`config.mk`:
```
export PLATFORM = sky130hd
export DESIGN_NAME = pll_reseq_top
export DESIGN_NICKNAME = d
export VERILOG_FILES = /design/src/rtl/pll_reseq_pkg.sv /design/src/rtl/settle_timer.sv /design/src/rtl/lock_watch.sv /design/src/rtl/reseq_fsm.sv /design/src/rtl/pll_reseq_top.sv
export SDC_FILE = /design/constraint.sdc
export NUM_CORES = 1
export LEC_CHECK = 0
export CAP_MARGIN = 20
export CORE_UTILIZATION = 45
export DETAILED_ROUTE_END_ITERATION = 8
export PLACE_DENSITY = 0.78
export RECOVER_POWER = 100
export SETUP_SLACK_MARGIN = 0.5
export SYNTH_ARGS = -nofsm -noshare
export SYNTH_HDL_FRONTEND = slang
export SYNTH_SLANG_ARGS = --single-unit
```
`constraint.sdc`:
```
create_clock -name clk -period 11 [get_ports clk]
set_input_delay 2.2 -clock clk [delete_from_list [all_inputs] [get_ports clk]]
set_output_delay 2.2 -clock clk [all_outputs]
set_load 0.02 [all_outputs]
```
`src/rtl/pll_reseq_pkg.sv`:
```
package pll_reseq_pkg;

  localparam int NUM_SETTLE = 7;

  // settle slot indices (order of use in the sequence)
  localparam int SL_BYPASS  = 0;
  localparam int SL_PDOFF   = 1;
  localparam int SL_PLLOFF  = 2;
  localparam int SL_SYNCCLR = 3;
  localparam int SL_MISC    = 4;
  localparam int SL_PDON    = 5;
  localparam int SL_PASS    = 6;

  typedef enum logic [4:0] {
    ST_IDLE,
    ST_UNLOCK,
    ST_BYPASS,
    ST_PD_OFF,
    ST_PLL_OFF,
    ST_PD_RST,
    ST_PD_LOAD,
    ST_SYNC_CLR,
    ST_PD_REL,
    ST_MULT,
    ST_DIV,
    ST_MISC,
    ST_PLL_ON,
    ST_LOCK_WAIT,
    ST_PD_ON,
    ST_PASS,
    ST_FIN_CFG,
    ST_RELOCK,
    ST_FAIL,
    ST_SETTLE
  } seq_state_e;

endpackage

```
`src/rtl/settle_timer.sv`:
```
module settle_timer #(
  parameter int W = 12
) (
  input  logic         clk,
  input  logic         rst,
  input  logic         load_i,
  input  logic [W-1:0] len_i,
  output logic         expired_o
);

  logic [W-1:0] cnt_q;

  always_ff @(posedge clk) begin
    if (rst) begin
      cnt_q <= '0;
    end else if (load_i) begin
      cnt_q <= len_i;
    end else if (cnt_q != '0) begin
      cnt_q <= cnt_q - 1'b1;
    end
  end

  assign expired_o = (cnt_q == '0);

endmodule

```
`src/rtl/lock_watch.sv`:
```
module lock_watch #(
  parameter int W = 16
) (
  input  logic         clk,
  input  logic         rst,
  input  logic         arm_i,
  input  logic         lock_i,
  input  logic [W-1:0] limit_i,
  output logic         locked_o,
  output logic         timeout_o
);

  logic [W-1:0] cnt_q;

  always_ff @(posedge clk) begin
    if (rst || !arm_i) begin
      cnt_q <= '0;
    end else if (!lock_i && cnt_q != limit_i) begin
      cnt_q <= cnt_q + 1'b1;
    end
  end

  assign locked_o  = arm_i && lock_i;
  assign timeout_o = arm_i && !lock_i && (cnt_q == limit_i);


  wait_window_chk: assert property (@(posedge clk) disable iff (rst)
    arm_i |-> (cnt_q <= limit_i));

endmodule

```
`src/rtl/reseq_fsm.sv`:
```
module reseq_fsm
  import pll_reseq_pkg::*;
#(
  parameter int CLK_MHZ  = 100,
  parameter int DLY_W    = 12,
  parameter int TO_W     = 16,
  parameter int MULT_W   = 12,
  parameter int PREDIV_W = 6,
  parameter int PDIV_W   = 7,
  parameter int MISC_W   = 8,
  localparam int DLY_BUS_W = NUM_SETTLE * DLY_W
) (
  input  logic                 clk,
  input  logic                 rst,
  input  logic                 start_i,
  input  logic                 primary_i,
  input  logic [DLY_BUS_W-1:0] dly_cfg_i,
  input  logic [TO_W-1:0]      lock_to_i,
  input  logic [MULT_W-1:0]    mult_cfg_i,
  input  logic [PREDIV_W-1:0]  prediv_cfg_i,
  input  logic [PDIV_W-1:0]    pdiv_cfg_i,
  input  logic [MISC_W-1:0]    misc_cfg_i,
  output logic                 tmr_load_o,
  output logic [DLY_W-1:0]     tmr_len_o,
  input  logic                 tmr_expired_i,
  output logic                 lw_arm_o,
  output logic [TO_W-1:0]      lw_limit_o,
  input  logic                 lw_locked_i,
  input  logic                 lw_timeout_i,
  output logic                 regs_unlock_o,
  output logic                 bypass_sel_o,
  output logic                 pdiv_en_o,
  output logic                 pdiv_rst_o,
  output logic                 pdiv_sync_dis_o,
  output logic                 pll_en_o,
  output logic [MULT_W-1:0]    pll_mult_o,
  output logic [PREDIV_W-1:0]  pll_prediv_o,
  output logic [PDIV_W-1:0]    pdiv_val_o,
  output logic [MISC_W-1:0]    pll_misc_o,
  output logic                 clkctl_cfg_stb_o,
  output logic                 busy_o,
  output logic                 done_o,
  output logic                 lock_err_o
);

  localparam logic [DLY_W-1:0] MIN_PD_CYC = DLY_W'(CLK_MHZ);
  localparam int GAP_W = $clog2(CLK_MHZ + 3) + 1;
  localparam logic [GAP_W-1:0] GAP_SAT = GAP_W'(CLK_MHZ + 2);

  seq_state_e state_q, ret_q;

  // captured configuration
  logic [DLY_W-1:0]    dly_in [NUM_SETTLE];
  logic [DLY_W-1:0]    dly_q  [NUM_SETTLE];
  logic                prim_q;
  logic [TO_W-1:0]     to_q;
  logic [MULT_W-1:0]   mult_q;
  logic [PREDIV_W-1:0] prediv_q;
  logic [PDIV_W-1:0]   pdiv_q;
  logic [MISC_W-1:0]   misc_q;

  // output registers
  logic                unlock_q, bypass_q, pd_en_q, pd_rst_q, sync_dis_q, pll_en_q;
  logic [MULT_W-1:0]   mult_out_q;
  logic [PREDIV_W-1:0] prediv_out_q;
  logic [PDIV_W-1:0]   pdiv_out_q;
  logic [MISC_W-1:0]   misc_out_q;
  logic                stb_q, done_q, err_q;

  for (genvar g = 0; g < NUM_SETTLE; g++) begin : g_unpack
    assign dly_in[g] = dly_cfg_i[g*DLY_W +: DLY_W];
  end

  logic [DLY_W-1:0] pd_off_len;
  assign pd_off_len = (dly_q[SL_PLLOFF] < MIN_PD_CYC) ? MIN_PD_CYC : dly_q[SL_PLLOFF];

  // settle timer load: issued by every step that is followed by a wait
  always_comb begin
    tmr_load_o = 1'b1;
    tmr_len_o  = '0;
    unique case (state_q)
      ST_BYPASS:   tmr_len_o = dly_q[SL_BYPASS];
      ST_PD_OFF:   tmr_len_o = dly_q[SL_PDOFF];
      ST_PLL_OFF:  tmr_len_o = pd_off_len;
      ST_SYNC_CLR: tmr_len_o = dly_q[SL_SYNCCLR];
      ST_MISC:     tmr_len_o = dly_q[SL_MISC];
      ST_PD_ON:    tmr_len_o = dly_q[SL_PDON];
      ST_PASS:     tmr_len_o = dly_q[SL_PASS];
      default:     tmr_load_o = 1'b0;
    endcase
  end

  assign lw_arm_o   = (state_q == ST_LOCK_WAIT);
  assign lw_limit_o = to_q;

  always_ff @(posedge clk) begin
    if (rst) begin
      state_q      <= ST_IDLE;
      ret_q        <= ST_IDLE;
      for (int i = 0; i < NUM_SETTLE; i++) dly_q[i] <= '0;
      prim_q       <= 1'b0;
      to_q         <= '0;
      mult_q       <= '0;
      prediv_q     <= '0;
      pdiv_q       <= '0;
      misc_q       <= '0;
      unlock_q     <= 1'b0;
      bypass_q     <= 1'b1;
      pd_en_q      <= 1'b0;
      pd_rst_q     <= 1'b1;
      sync_dis_q   <= 1'b1;
      pll_en_q     <= 1'b0;
      mult_out_q   <= '0;
      prediv_out_q <= '0;
      pdiv_out_q   <= '0;
      misc_out_q   <= '0;
      stb_q        <= 1'b0;
      done_q       <= 1'b0;
      err_q        <= 1'b0;
    end else begin
      stb_q  <= 1'b0;
      done_q <= 1'b0;
      err_q  <= 1'b0;
      unique case (state_q)
        ST_IDLE: begin
          if (start_i) begin
            for (int i = 0; i < NUM_SETTLE; i++) dly_q[i] <= dly_in[i];
            prim_q   <= primary_i;
            to_q     <= lock_to_i;
            mult_q   <= mult_cfg_i;
            prediv_q <= prediv_cfg_i;
            pdiv_q   <= pdiv_cfg_i;
            misc_q   <= misc_cfg_i;
            state_q  <= ST_UNLOCK;
          end
        end
        ST_UNLOCK: begin
          unlock_q <= 1'b1;
          stb_q    <= prim_q;
          state_q  <= ST_BYPASS;
        end
        ST_BYPASS: begin
          bypass_q <= 1'b1;
          ret_q    <= ST_PD_OFF;
          state_q  <= ST_SETTLE;
        end
        ST_PD_OFF: begin
          pd_en_q <= 1'b0;
          ret_q   <= ST_PLL_OFF;
          state_q <= ST_SETTLE;
        end
        ST_PLL_OFF: begin
          pll_en_q <= 1'b0;
          ret_q    <= ST_PD_RST;
          state_q  <= ST_SETTLE;
        end
        ST_PD_RST: begin
          pd_rst_q   <= 1'b1;
          sync_dis_q <= 1'b1;
          stb_q      <= prim_q;
          state_q    <= ST_PD_LOAD;
        end
        ST_PD_LOAD: begin
          pdiv_out_q <= pdiv_q;
          state_q    <= ST_SYNC_CLR;
        end
        ST_SYNC_CLR: begin
          sync_dis_q <= 1'b0;
          ret_q      <= ST_PD_REL;
          state_q    <= ST_SETTLE;
        end
        ST_PD_REL: begin
          pd_rst_q <= 1'b0;
          state_q  <= ST_MULT;
        end
        ST_MULT: begin
          mult_out_q <= mult_q;
          state_q    <= ST_DIV;
        end
        ST_DIV: begin
          prediv_out_q <= prediv_q;
          state_q      <= ST_MISC;
        end
        ST_MISC: begin
          misc_out_q <= misc_q;
          ret_q      <= ST_PLL_ON;
          state_q    <= ST_SETTLE;
        end
        ST_PLL_ON: begin
          pll_en_q <= 1'b1;
          state_q  <= ST_LOCK_WAIT;
        end
        ST_LOCK_WAIT: begin
          if (lw_locked_i) begin
            state_q <= ST_PD_ON;
          end else if (lw_timeout_i) begin
            state_q <= ST_FAIL;
          end
        end
        ST_PD_ON: begin
          pd_en_q <= 1'b1;
          ret_q   <= ST_PASS;
          state_q <= ST_SETTLE;
        end
        ST_PASS: begin
          bypass_q <= 1'b0;
          ret_q    <= ST_FIN_CFG;
          state_q  <= ST_SETTLE;
        end
        ST_FIN_CFG: begin
          stb_q   <= prim_q;
          state_q <= ST_RELOCK;
        end
        ST_RELOCK: begin
          unlock_q <= 1'b0;
          done_q   <= 1'b1;
          state_q  <= ST_IDLE;
        end
        ST_FAIL: begin
          pll_en_q <= 1'b0;
          bypass_q <= 1'b1;
          unlock_q <= 1'b0;
          err_q    <= 1'b1;
          state_q  <= ST_IDLE;
        end
        ST_SETTLE: begin
          if (tmr_expired_i) state_q <= ret_q;
        end
        default: state_q <= ST_IDLE;
      endcase
    end
  end

  assign regs_unlock_o    = unlock_q;
  assign bypass_sel_o     = bypass_q;
  assign pdiv_en_o        = pd_en_q;
  assign pdiv_rst_o       = pd_rst_q;
  assign pdiv_sync_dis_o  = sync_dis_q;
  assign pll_en_o         = pll_en_q;
  assign pll_mult_o       = mult_out_q;
  assign pll_prediv_o     = prediv_out_q;
  assign pdiv_val_o       = pdiv_out_q;
  assign pll_misc_o       = misc_out_q;
  assign clkctl_cfg_stb_o = stb_q;
  assign busy_o           = (state_q != ST_IDLE);
  assign done_o           = done_q;
  assign lock_err_o       = err_q;

  // cycles since the PLL was last seen disabled, saturating
  logic [GAP_W-1:0] gap_q;
  always_ff @(posedge clk) begin
    if (rst || pll_en_q) begin
      gap_q <= '0;
    end else if (gap_q != GAP_SAT) begin
      gap_q <= gap_q + 1'b1;
    end
  end


  pd_off_floor_chk: assert property (@(posedge clk) disable iff (rst)
    $rose(pd_rst_q) |-> (gap_q >= GAP_W'(CLK_MHZ)));


  pll_on_in_bypass_chk: assert property (@(posedge clk) disable iff (rst)
    $rose(pll_en_q) |-> bypass_q);


  pll_off_order_chk: assert property (@(posedge clk) disable iff (rst)
    $fell(pll_en_q) |-> (bypass_q && !pd_en_q));


  pass_release_chk: assert property (@(posedge clk) disable iff (rst)
    $fell(bypass_q) |-> (pll_en_q && pd_en_q && unlock_q && !pd_rst_q));


  relock_idle_chk: assert property (@(posedge clk) disable iff (rst)
    $fell(unlock_q) |-> (state_q == ST_IDLE));


  done_err_excl_chk: assert property (@(posedge clk) disable iff (rst)
    !(done_q && err_q));


  done_pulse_chk: assert property (@(posedge clk) disable iff (rst)
    done_q |=> !done_q);


  err_pulse_chk: assert property (@(posedge clk) disable iff (rst)
    err_q |=> !err_q);

endmodule

```
`src/rtl/pll_reseq_top.sv`:
```
module pll_reseq_top
  import pll_reseq_pkg::*;
#(
  parameter int CLK_MHZ  = 100,
  parameter int DLY_W    = 12,
  parameter int TO_W     = 16,
  parameter int MULT_W   = 12,
  parameter int PREDIV_W = 6,
  parameter int PDIV_W   = 7,
  parameter int MISC_W   = 8,
  localparam int DLY_BUS_W = NUM_SETTLE * DLY_W
) (
  input  logic                 clk,
  input  logic                 rst,
  input  logic                 start_i,
  input  logic                 primary_i,
  input  logic                 pll_lock_i,
  input  logic [DLY_BUS_W-1:0] dly_cfg_i,
  input  logic [TO_W-1:0]      lock_to_i,
  input  logic [MULT_W-1:0]    mult_cfg_i,
  input  logic [PREDIV_W-1:0]  prediv_cfg_i,
  input  logic [PDIV_W-1:0]    pdiv_cfg_i,
  input  logic [MISC_W-1:0]    misc_cfg_i,
  output logic                 regs_unlock_o,
  output logic                 bypass_sel_o,
  output logic                 pdiv_en_o,
  output logic                 pdiv_rst_o,
  output logic                 pdiv_sync_dis_o,
  output logic                 pll_en_o,
  output logic [MULT_W-1:0]    pll_mult_o,
  output logic [PREDIV_W-1:0]  pll_prediv_o,
  output logic [PDIV_W-1:0]    pdiv_val_o,
  output logic [MISC_W-1:0]    pll_misc_o,
  output logic                 clkctl_cfg_stb_o,
  output logic                 busy_o,
  output logic                 done_o,
  output logic                 lock_err_o
);

  logic             tmr_load, tmr_expired;
  logic [DLY_W-1:0] tmr_len;
  logic             lw_arm, lw_locked, lw_timeout;
  logic [TO_W-1:0]  lw_limit;

  settle_timer #(.W(DLY_W)) u_timer (
    .clk       (clk),
    .rst       (rst),
    .load_i    (tmr_load),
    .len_i     (tmr_len),
    .expired_o (tmr_expired)
  );

  lock_watch #(.W(TO_W)) u_lock (
    .clk       (clk),
    .rst       (rst),
    .arm_i     (lw_arm),
    .lock_i    (pll_lock_i),
    .limit_i   (lw_limit),
    .locked_o  (lw_locked),
    .timeout_o (lw_timeout)
  );

  reseq_fsm #(
    .CLK_MHZ  (CLK_MHZ),
    .DLY_W    (DLY_W),
    .TO_W     (TO_W),
    .MULT_W   (MULT_W),
    .PREDIV_W (PREDIV_W),
    .PDIV_W   (PDIV_W),
    .MISC_W   (MISC_W)
  ) u_fsm (
    .clk              (clk),
    .rst              (rst),
    .start_i          (start_i),
    .primary_i        (primary_i),
    .dly_cfg_i        (dly_cfg_i),
    .lock_to_i        (lock_to_i),
    .mult_cfg_i       (mult_cfg_i),
    .prediv_cfg_i     (prediv_cfg_i),
    .pdiv_cfg_i       (pdiv_cfg_i),
    .misc_cfg_i       (misc_cfg_i),
    .tmr_load_o       (tmr_load),
    .tmr_len_o        (tmr_len),
    .tmr_expired_i    (tmr_expired),
    .lw_arm_o         (lw_arm),
    .lw_limit_o       (lw_limit),
    .lw_locked_i      (lw_locked),
    .lw_timeout_i     (lw_timeout),
    .regs_unlock_o    (regs_unlock_o),
    .bypass_sel_o     (bypass_sel_o),
    .pdiv_en_o        (pdiv_en_o),
    .pdiv_rst_o       (pdiv_rst_o),
    .pdiv_sync_dis_o  (pdiv_sync_dis_o),
    .pll_en_o         (pll_en_o),
    .pll_mult_o       (pll_mult_o),
    .pll_prediv_o     (pll_prediv_o),
    .pdiv_val_o       (pdiv_val_o),
    .pll_misc_o       (pll_misc_o),
    .clkctl_cfg_stb_o (clkctl_cfg_stb_o),
    .busy_o           (busy_o),
    .done_o           (done_o),
    .lock_err_o       (lock_err_o)
  );

endmodule

```
== After elaboration in Yosys (flattened, before gate mapping) ==
Memory sizes are Yosys's and may differ from the RTL's.
Cells that the tools add are included.
Storage, ports and cells
  bits in registers: 130
  memory bits (writable): 84
  bits in latches: 0
  logic and storage cells: 118
  memories: 1
  input port bits: 138
  bits in read-only memories: 0
  output and inout bits: 43
Cells by class
  multiplexer cells: 32
  multiply operators: 0
  add/sub/neg operators: 2
  div/mod/pow operators: 0
  shift-type cells: 0
  bitwise logic cells: 8
  reduce and logical (&&, ||, !) cells: 27
  order comparisons: 1
  equal/unequal tests: 24
Memories
  u_fsm.dly_q: words 7, bits a word 12, read ports 7, clocked after Yosys merged registers in 0, wr ports 7, RTL line reseq_fsm.sv:54  | logic [DLY_W-1:0] dly_q [NUM_SETTLE];
Operator list (number)
  12-bit two-way mux: 10
  12-bit one-hot mux with 7 select lines: 1
  5-bit one-hot mux with 12 select lines: 1
  5-bit by 4-bit equality test with 1-bit output (second input constant): 8
  5-bit one-hot mux with 7 select lines: 1
  5-bit by 3-bit equality test with 1-bit output (second input constant): 4
  5-bit equality test (second input constant): 4
  5-bit two-way mux: 4
  16-bit by 1-bit adder with 16-bit output (second input constant): 1
  16-bit equality test: 1
  16-bit inequality test: 1
  2-bit nonzero test: 7
  12-bit zero test: 1
  12-bit by 7-bit < comparator with 1-bit output (second input constant): 1
  1-bit one-hot mux with 2 select lines: 6
  12-bit nonzero test: 1
  12-bit by 1-bit subtractor with 12-bit output (second input constant): 1
  5-bit by 2-bit equality test with 1-bit output (second input constant): 2
  1-bit two-way mux: 9
  2-bit OR reduction: 4
  1-bit bitwise OR: 7
  7-bit nonzero test: 1
  7-bit OR reduction: 1
  5-bit by 1-bit equality test with 1-bit output (second input constant): 1
  11 further kinds: 16

== Logic depth before layout (Yosys ltp) ==
Gate-level depths: netlist of run 1.
  depth after elaboration: 6
  mapped depth: 8
  depth with buffers taken out: 7

== By module ==
A second synthesis of run 1 with hierarchy kept.
Unflattened totals
  cell total of the unflattened synthesis: 990
  area total of the unflattened synthesis: 9395.3 µm²
Modules (own cells, without submodules)
  reseq_fsm: sequential area each 4564.4 µm², times used 1, area each 7638.6 µm², cells each 772
  lock_watch: sequential area each 320.3 µm², times used 1, area each 1027.2 µm², cells each 125
  settle_timer: sequential area each 240.2 µm², times used 1, area each 729.4 µm², cells each 93

== Worst setup path before layout of run 1 ==
Ideal clock, no wire load.
  path type: input to register
  start point: in rst
  end point: mem u_fsm.dly_q[0][0], enable pin
  path buffers: 1
  data arrival time: 4542 ps
  cell stages on the path: 2
  path slack: 6001 ps
  library setup time: 456 ps
  data required time: 10544 ps
  cell sequence: clkbuf_1 -> nand2b_1
RTL lines
  from (decl): RTL line pll_reseq_top.sv:14  | input logic rst,
  to (decl): RTL line reseq_fsm.sv:54

==> results.md, run 1 <==
* Initial antenna violation count at 0
* Clk sinks at 214
* Cell repeated most along the worst path: clkbuf_1
* Syn_area_per_cell at 9.75 µm²
* Ys Warns at 0
* Top-count cell post-synth: nand2_1
* # H-tree levels at 1
* Die area at 0.0207 mm²
* Routed len/inst at 16.3 µm
* Layout cells sized above 1 at 0.0522
* Via count at 7,331
* Switching share of power at 0.278
* Post-synth top area share at 0.288
* Vias per cell at 5.40
* Worst-margin pin slew at 3.46 ns
* Hpwl dp at ~15 mm
* Synth-to-layout area growth at 30.1%
* R2R setup slack at 7.61 ns
* #FFs+latches synth at about 210
* Nets at 1,216
* Arrival @ worst endpoint at 7.64 ns
* P_int at approximately 1.6 mW
* Core Region at 0.0196 mm²
* Number of flops mapped to enable cells by yosys at 84
* Post-cts hold buffer count at 0
* Die height at 144 µm
* Comb pwr share at 0.198
* Crit-path max cell delay at ~2.5 ns
* Dpl cells at between 1k and 1.5k
* Max_slew headroom at -1.31
* Synthesized instance count at 928
* Largest fanout on the critical path at 85
* Overflow after GRT at 0
* Setup CP Type: in2reg
* Tot GR Track Use at 0.212
* Hold Crit Class: reg2reg
* Reg clk slew, reported paths at 0.06 ns
* Routed Antenna Nets at 0
* DRC at 0
* Fmax achieved at roughly 140 MHz
* CTS Buf Count at 23
* Initial Util at 0.462
* Post-Syn Nets at 1,068
* Max Cap Viol at 3
* Leakage power total at 4.30 nW
* Post-route clock skew at between 0.015 and 0.02 ns
* CTS Buffer Depth at 3
* Critical path, cell by cell: clkbuf_1 -> clkbuf_1 -> nor2_1 -> buf_12 -> and2_0
* Row cnt at 51
* Largest net degree at the start of global routing at 86
* IO buf count at 180
* Critical path's slowest cell: clkbuf_1
* Clock period minus worst slack at 7.39 ns
* CTS tree: built
* Outcome: finished with violations
* Clock root cell: clkbuf_16
* Die span in x at 144 µm
* Mapped Area at 0.00905 mm²
* Cell Count, Final, Fillers Out at ~1.4k
* # Post-CTS Setup Buffers at 0
* Post-synth top cells: 184 x nand2_1, 130 x dfxtp_1, 100 x a21oi_1, 84 x edfxtp_1, 76 x and2_1
* Synth Flop Type: dfxtp_1
* Slew Viols, Final at roughly 180
* Placer Congestion at 0.827
* Clk pwr share at 0.354
* Period utilization at 0.672
* Final setup violation count at 0
* Drt pass-1 iters at 9
* Sequential share of power at 0.448
* Vias in the first global route at 6,967
* Clock latency on the worst-skew pair at 0.51 ns
* Fin Setup TNS at 0 ns
* Crit end category: register
* Fin. Hold Viols at 0
* Violated checks: capacitance limit, slew limit
* DRT Wirelength at 22.1 mm
* Net Switching at 615 µW
* Io pins at 181
* Critical path startpoint category: input port
* Post_cts resized at 0
* First-pass GRT wire length at 34.7 mm
* Critical path required time at approximately 11 ns
* Distinct cells, synth at 63
* Unrepaired setup endpoints after global routing: false
* Synth area leaders: dfxtp_1 29%, edfxtp_1 28%, nand2_1 7.6%, a21oi_1 5.5%, and2_1 5.3%
* Peak supply drop at ~0.11 mV
* Asr flop ratio synth at 0
* Post-synth top area cell: dfxtp_1
* PwrDens at 188 mW/mm²
* Starting DRT DRC Count at 411
* Register area share after synthesis at 0.566
## per-layer routing
| metal | wire (µm) | up-vias | track usage |
|---|---|---|---|
| li1 | - | 3574 | - |
| met2 | 10700 | 272 | 0.374 |
| met1 | 9490 | 3448 | 0.271 |
| met5 | 0 | - | 0 |
| met3 | 1410 | 37 | 0.0280 |
| met4 | 474 | 0 | 0.0610 |
## area by class of cell
class                   instances  area [µm²]
repair buffers                187        1860
diodes                          1        2.50
fillers                      1621        7820
clock buffers                  28         624
clock inverters                13         145
multi-input cells             640        3640
well taps                     265         332
flip-flops and latches        214        5120
inverters                      10        37.5
## metrics by stage
stage	cell area, µm²	power [mW]	setup slack, ns	hold WS [ns]	util
after global routing	11800	2.32	3.20	0.461	0.601
after CTS	11800	2.22	6.46	0.452	0.600
after detailed placement	11000	1.44	6.20	0.444	0.561
after floorplan	9050	1.30	6.00	0.432	-
final	11800	2.21	3.61	0.448	0.601
after global placement	11000	1.43	6.25	0.435	0.561
## registers in the layout, indices dropped and copies added, names as in the netlist, 5 cells and up
name,flops
u_fsm.dly_q,84
u_fsm.lw_limit_o,16
u_fsm.misc_q,8
u_fsm.mult_q,12
u_fsm.pdiv_q,7
u_fsm.pdiv_val_o,7
u_fsm.pll_misc_o,8
u_fsm.pll_mult_o,12
u_fsm.pll_prediv_o,6
u_fsm.prediv_q,6
u_fsm.ret_q,5
u_fsm.state_q,5
u_lock.cnt_q,16
u_timer.cnt_q,12
## kinds of logic after synthesis
logic type,share of synthesized area
adder cells (fa/ha/maj),0.00277
XOR/XNOR,0.0242
multiplexers,0.00885
AO/OA/AOI/OAI,0.148
AND/OR/NAND/NOR,0.219
buffers and inverters,0.0314
flip-flops,0.566
## power by group through the flow
stage	sequential, mW	clock (mW)	combinational (mW)
after global routing	1.00	0.827	0.487
after detailed placement	1.01	0	0.435
after global placement	1.00	0	0.425
after CTS	0.992	0.792	0.437
after floorplan	0.994	0	0.307
final	0.992	0.784	0.437
## worst paths after layout
check                                      end  cells after the start                               from
max            u_fsm.dly_q[2][9]$_SDFFCE_PN0P_                      5                                rst
min reg2reg  u_fsm.pll_mult_o[10]$_SDFFE_PP0P_                      2  u_fsm.pll_mult_o[10]$_SDFFE_PP0P_
min          u_fsm.pll_mult_o[10]$_SDFFE_PP0P_                      2  u_fsm.pll_mult_o[10]$_SDFFE_PP0P_
max reg2reg   u_fsm.lw_limit_o[7]$_SDFFE_PP0P_                      4      u_fsm.state_q[0]$_SDFFE_PP0P_
## cells in the final DEF (no fill, tap or decap), types with 6 or more instances in the layout
master	instances
a21oi_1	100
a22o_1	6
a22oi_1	26
a41oi_1	7
and2_0	33
and2_1	43
and3_1	9
clkbuf_16	23
clkdlybuf4s50_1	136
dfxtp_1	130
dlygate4sd3_1	43
edfxtp_1	84
inv_1	10
mux2i_1	8
nand2_1	184
nand3_1	16
nand4_1	12
nor2_1	33
nor2b_1	19
nor3_1	7
o21ai_0	22
or3_1	9
or4_1	6
xnor2_1	20
## worst max-delay path, delay by kind of cell
kind	cells	cell delay, ns
simple gates	2	1.04
buf+inv	3	4.34
No activity file was read; power rests on OpenSTA's default activity.
==> run 2, diff against run 1 <==
==> constraint.sdc (replaced) <==
create_clock -name clk -period 6.9 [get_ports clk]
set_input_delay 1.38 -clock clk [delete_from_list [all_inputs] [get_ports clk]]
set_output_delay 1.38 -clock clk [all_outputs]
set_load 0.02 [all_outputs]
==> run 2 against run 1 <==
The flow still finishes with violations (capacitance limit, slew limit). Register-to-register slack worse by 4.6 ns. Highest routed layer unchanged. Critical path depth is 3 lower. Core utilization is 0.50 points lower. Critical endpoint is now u_fsm.dly_q[4][9]$_SDFFCE_PN0P_. First-iteration DRC count is 8.8% higher.
==> results.md, run 2 (synthesized netlist as in run 1, its figures left out) <==
* Cell Count, Final, Fillers Out at 1,356 (-0.15%)
* Comb pwr share at 0.196 (-0.002)
* R2R setup slack at 2.98 ns (-4.63 ns)
* Hold Crit Class: reg2reg
* Final setup violation count at 0 (unchanged)
* Peak supply drop at 0.194 mV (+78%)
* Initial antenna violation count at 0 (unchanged)
* CP bufs+invs at 1 (-2)
* Largest net degree at the start of global routing at 85 (-1.2%)
* Leakage power total at 4.23 nW (-1.6%)
* Row cnt at 51 (unchanged)
* Period utilization at 0.659
* Hold Worst Slack at 0.449 ns (+0.000636 ns)
* Post_cts resized at 0 (unchanged)
* Die span in x at 144 µm (unchanged)
* Critical path, cell by cell: clkbuf_1 -> nand2b_2
* DRC at 0 (unchanged)
* Hold endpoint: u_fsm.pll_mult_o[7]$_SDFFE_PP0P_
* Clock latency on the worst-skew pair at 0.51 ns (about the same)
* Slew Viols, Final at 272 (+54%)
* Switching share of power at 0.279 (+0.00137)
* Critical path required time at 6.99 ns (-4.26 ns)
* Fin. Hold Viols at 0 (unchanged)
* Setup ws final at 2.35 ns (-1.26 ns)
* Routed Antenna Nets at 0 (unchanged)
* Fin Setup TNS at 0 ns (unchanged)
* Commonest cells after routing, fill and taps aside: 184 x nand2_1, 135 x clkdlybuf4s50_1, 130 x dfxtp_1
* Die area at 0.0207 mm² (unchanged)
* Placed cell area at 0.0110 mm² (-0.14%)
* Nets at 1,214 (-0.16%)
* Clock period minus worst slack at 4.55 ns
* Routed len/inst at 15.9 µm (-2.5%)
* Max_slew headroom at -0.442 (+0.867)
* Layout cells sized above 1 at 0.0468 (-0.00541)
* Via count at 7,275 (-0.76%)
* Worst R2R Path Depth at 6 (+2)
* Fmax achieved at 220 MHz
* Reg2reg start: u_fsm.state_q[4]$_SDFFE_PP0P_
* Clk pwr share at 0.336 (-0.018)
* Sequential share of power at 0.467 (+0.019)
* Worst R2R End: u_fsm.dly_q[4][6]$_SDFFCE_PN0P_
* Pre-CTS WS at 3.22 ns (-2.99 ns)
* Synth-to-layout area growth at 29.0%
* IO buf count at 180 (unchanged)
* Outcome: finished with violations
* Tot GR Track Use at 0.205 (-0.00756)
* Setup CP Type: in2reg
* Die height at 144 µm (unchanged)
* Overflow after GRT at 0 (unchanged)
* Initial Util at 0.462 (unchanged)
* Largest fanout on the critical path at 84 (-1.2%)
* CTS Buf Count at 23 (unchanged)
* # Post-CTS Setup Buffers at 0 (unchanged)
* Post-route clock skew at 0.0151 ns (-0.00341 ns)
* First-pass GRT wire length at 33.5 mm (-3.5%)
* Critical path's top delay family: simple AND/OR/NAND/NOR gates
* Hpwl dp at 14.4 mm (-2.2%)
* Io pins at 181 (unchanged)
* Post-cts hold buffer count at 0 (unchanged)
* Violated checks: capacitance limit, slew limit
* Net Switching at 955 µW (+55%)
* Core Region at 0.0196 mm² (unchanged)
* Vias in the first global route at 6,785 (-2.6%)
* Crit end category: register
* Worst-margin pin slew at 2.16 ns (-1.30 ns)
* Arrival @ worst endpoint at 4.64 ns (-3.00 ns)
* Dpl cells at 1,312 (-0.15%)
* Placer Congestion at 0.791 (-4.3%)
* Largest register by flop count: u_fsm.dly_q
* Drt pass-1 iters at 5 (-4)
* Design area at 0.0117 mm² (-0.83%)
* Clock root cell: clkbuf_16
* # H-tree levels at 1 (unchanged)
* DRT Wirelength at 21.5 mm (-2.7%)
* HP Start: u_fsm.pll_mult_o[7]$_SDFFE_PP0P_
* P_int at 2.47 mW (+54%)
* Critical path startpoint category: input port
* CTS tree: built
* Crit-path max cell delay at 1.67 ns (-0.86 ns)
* Commonest non-fill, non-tap cell in the layout: nand2_1
* Reg clk slew, reported paths at 0.06 ns (about the same)
* Hold path depth at 2 (unchanged)
* PwrDens at 293 mW/mm² (+56%)
* CTS Buffer Depth at 3 (unchanged)
* Vias per cell at 5.37 (-0.62%)
* Max Cap Viol at 5 (+2)
* Largest register FFs at 84 (unchanged)
* Clk sinks at 214 (unchanged)
* Critical path's slowest cell: nand2b_2
* Starting DRT DRC Count at 447 (+8.8%)
* Unrepaired setup endpoints after global routing: false
-- run 2: cell types whose count changed in the layout (fill, tap and decap cells not counted), sizes merged --
cell           before  now
bufinv              3    1
clkinvlp            2    0
clkdlybuf4s50     136  135
dlygate4sd3        43   44
buf                 6    4
clkbuf             30   37
clkinv              7    4
-- run 2: routing by layer --
metal,wire [µm],global-route usage,share of wire,up-vias
li1,-,-,-,3581
met1,9080,0.266,0.42,3423
met2,10700,0.355,0.50,239
met3,1370,0.0310,0.064,32
met4,404,0.0538,0.019,0
met5,0,0,0,-
-- run 2: worst min-delay path: stages (launching register included) --
cell     delay, ns
dfxtp_1       0.30
nand2_1       0.05
a21oi_1       0.05
-- run 2: worst max-delay path by stage --
stage,depth (start not counted),end,startpoint
global route,4,u_fsm.dly_q[3][6]$_SDFFCE_PN0P_,rst
CTS,3,busy_o,u_fsm.state_q[4]$_SDFFE_PP0P_
floorplan,2,u_fsm.dly_q[0][0]$_SDFFCE_PN0P_,rst
detailed placement,4,u_fsm.dly_q[6][8]$_SDFFCE_PP0P_,start_i
finish,2,u_fsm.dly_q[4][9]$_SDFFCE_PN0P_,rst
global placement,4,u_fsm.dly_q[6][8]$_SDFFCE_PP0P_,start_i
-- run 2: power by group through the flow --
stage	Sequential [mW]	Clock, mW	Combinational, mW
2_1_floorplan	1.58	0	0.490
6_report	1.60	1.15	0.672
3_5_place_dp	1.62	0	0.670
4_1_cts	1.59	1.17	0.676
5_1_grt	1.61	1.22	0.738
3_3_place_gp	1.61	0	0.659
-- run 2: stage by stage --
step / power [mW] / util
2_1_floorplan: 2.07 / -
3_5_place_dp: 2.29 / 0.560
3_3_place_gp: 2.27 / 0.560
6_report: 3.42 / 0.596
5_1_grt: 3.57 / 0.596
4_1_cts: 3.44 / 0.596
-- run 2: layout make-up --
cell class | instances | area [µm²]
Timing Repair Buffer | 185 | 1830
Antenna cell | 1 | 2.50
Clock buffer | 35 | 641
Fill cell | 1660 | 7920
Inverter | 10 | 37.5
Multi-Input combinational cell | 640 | 3650
Sequential cell | 214 | 5120
Tap cell | 265 | 332
Clock inverter | 6 | 57.6
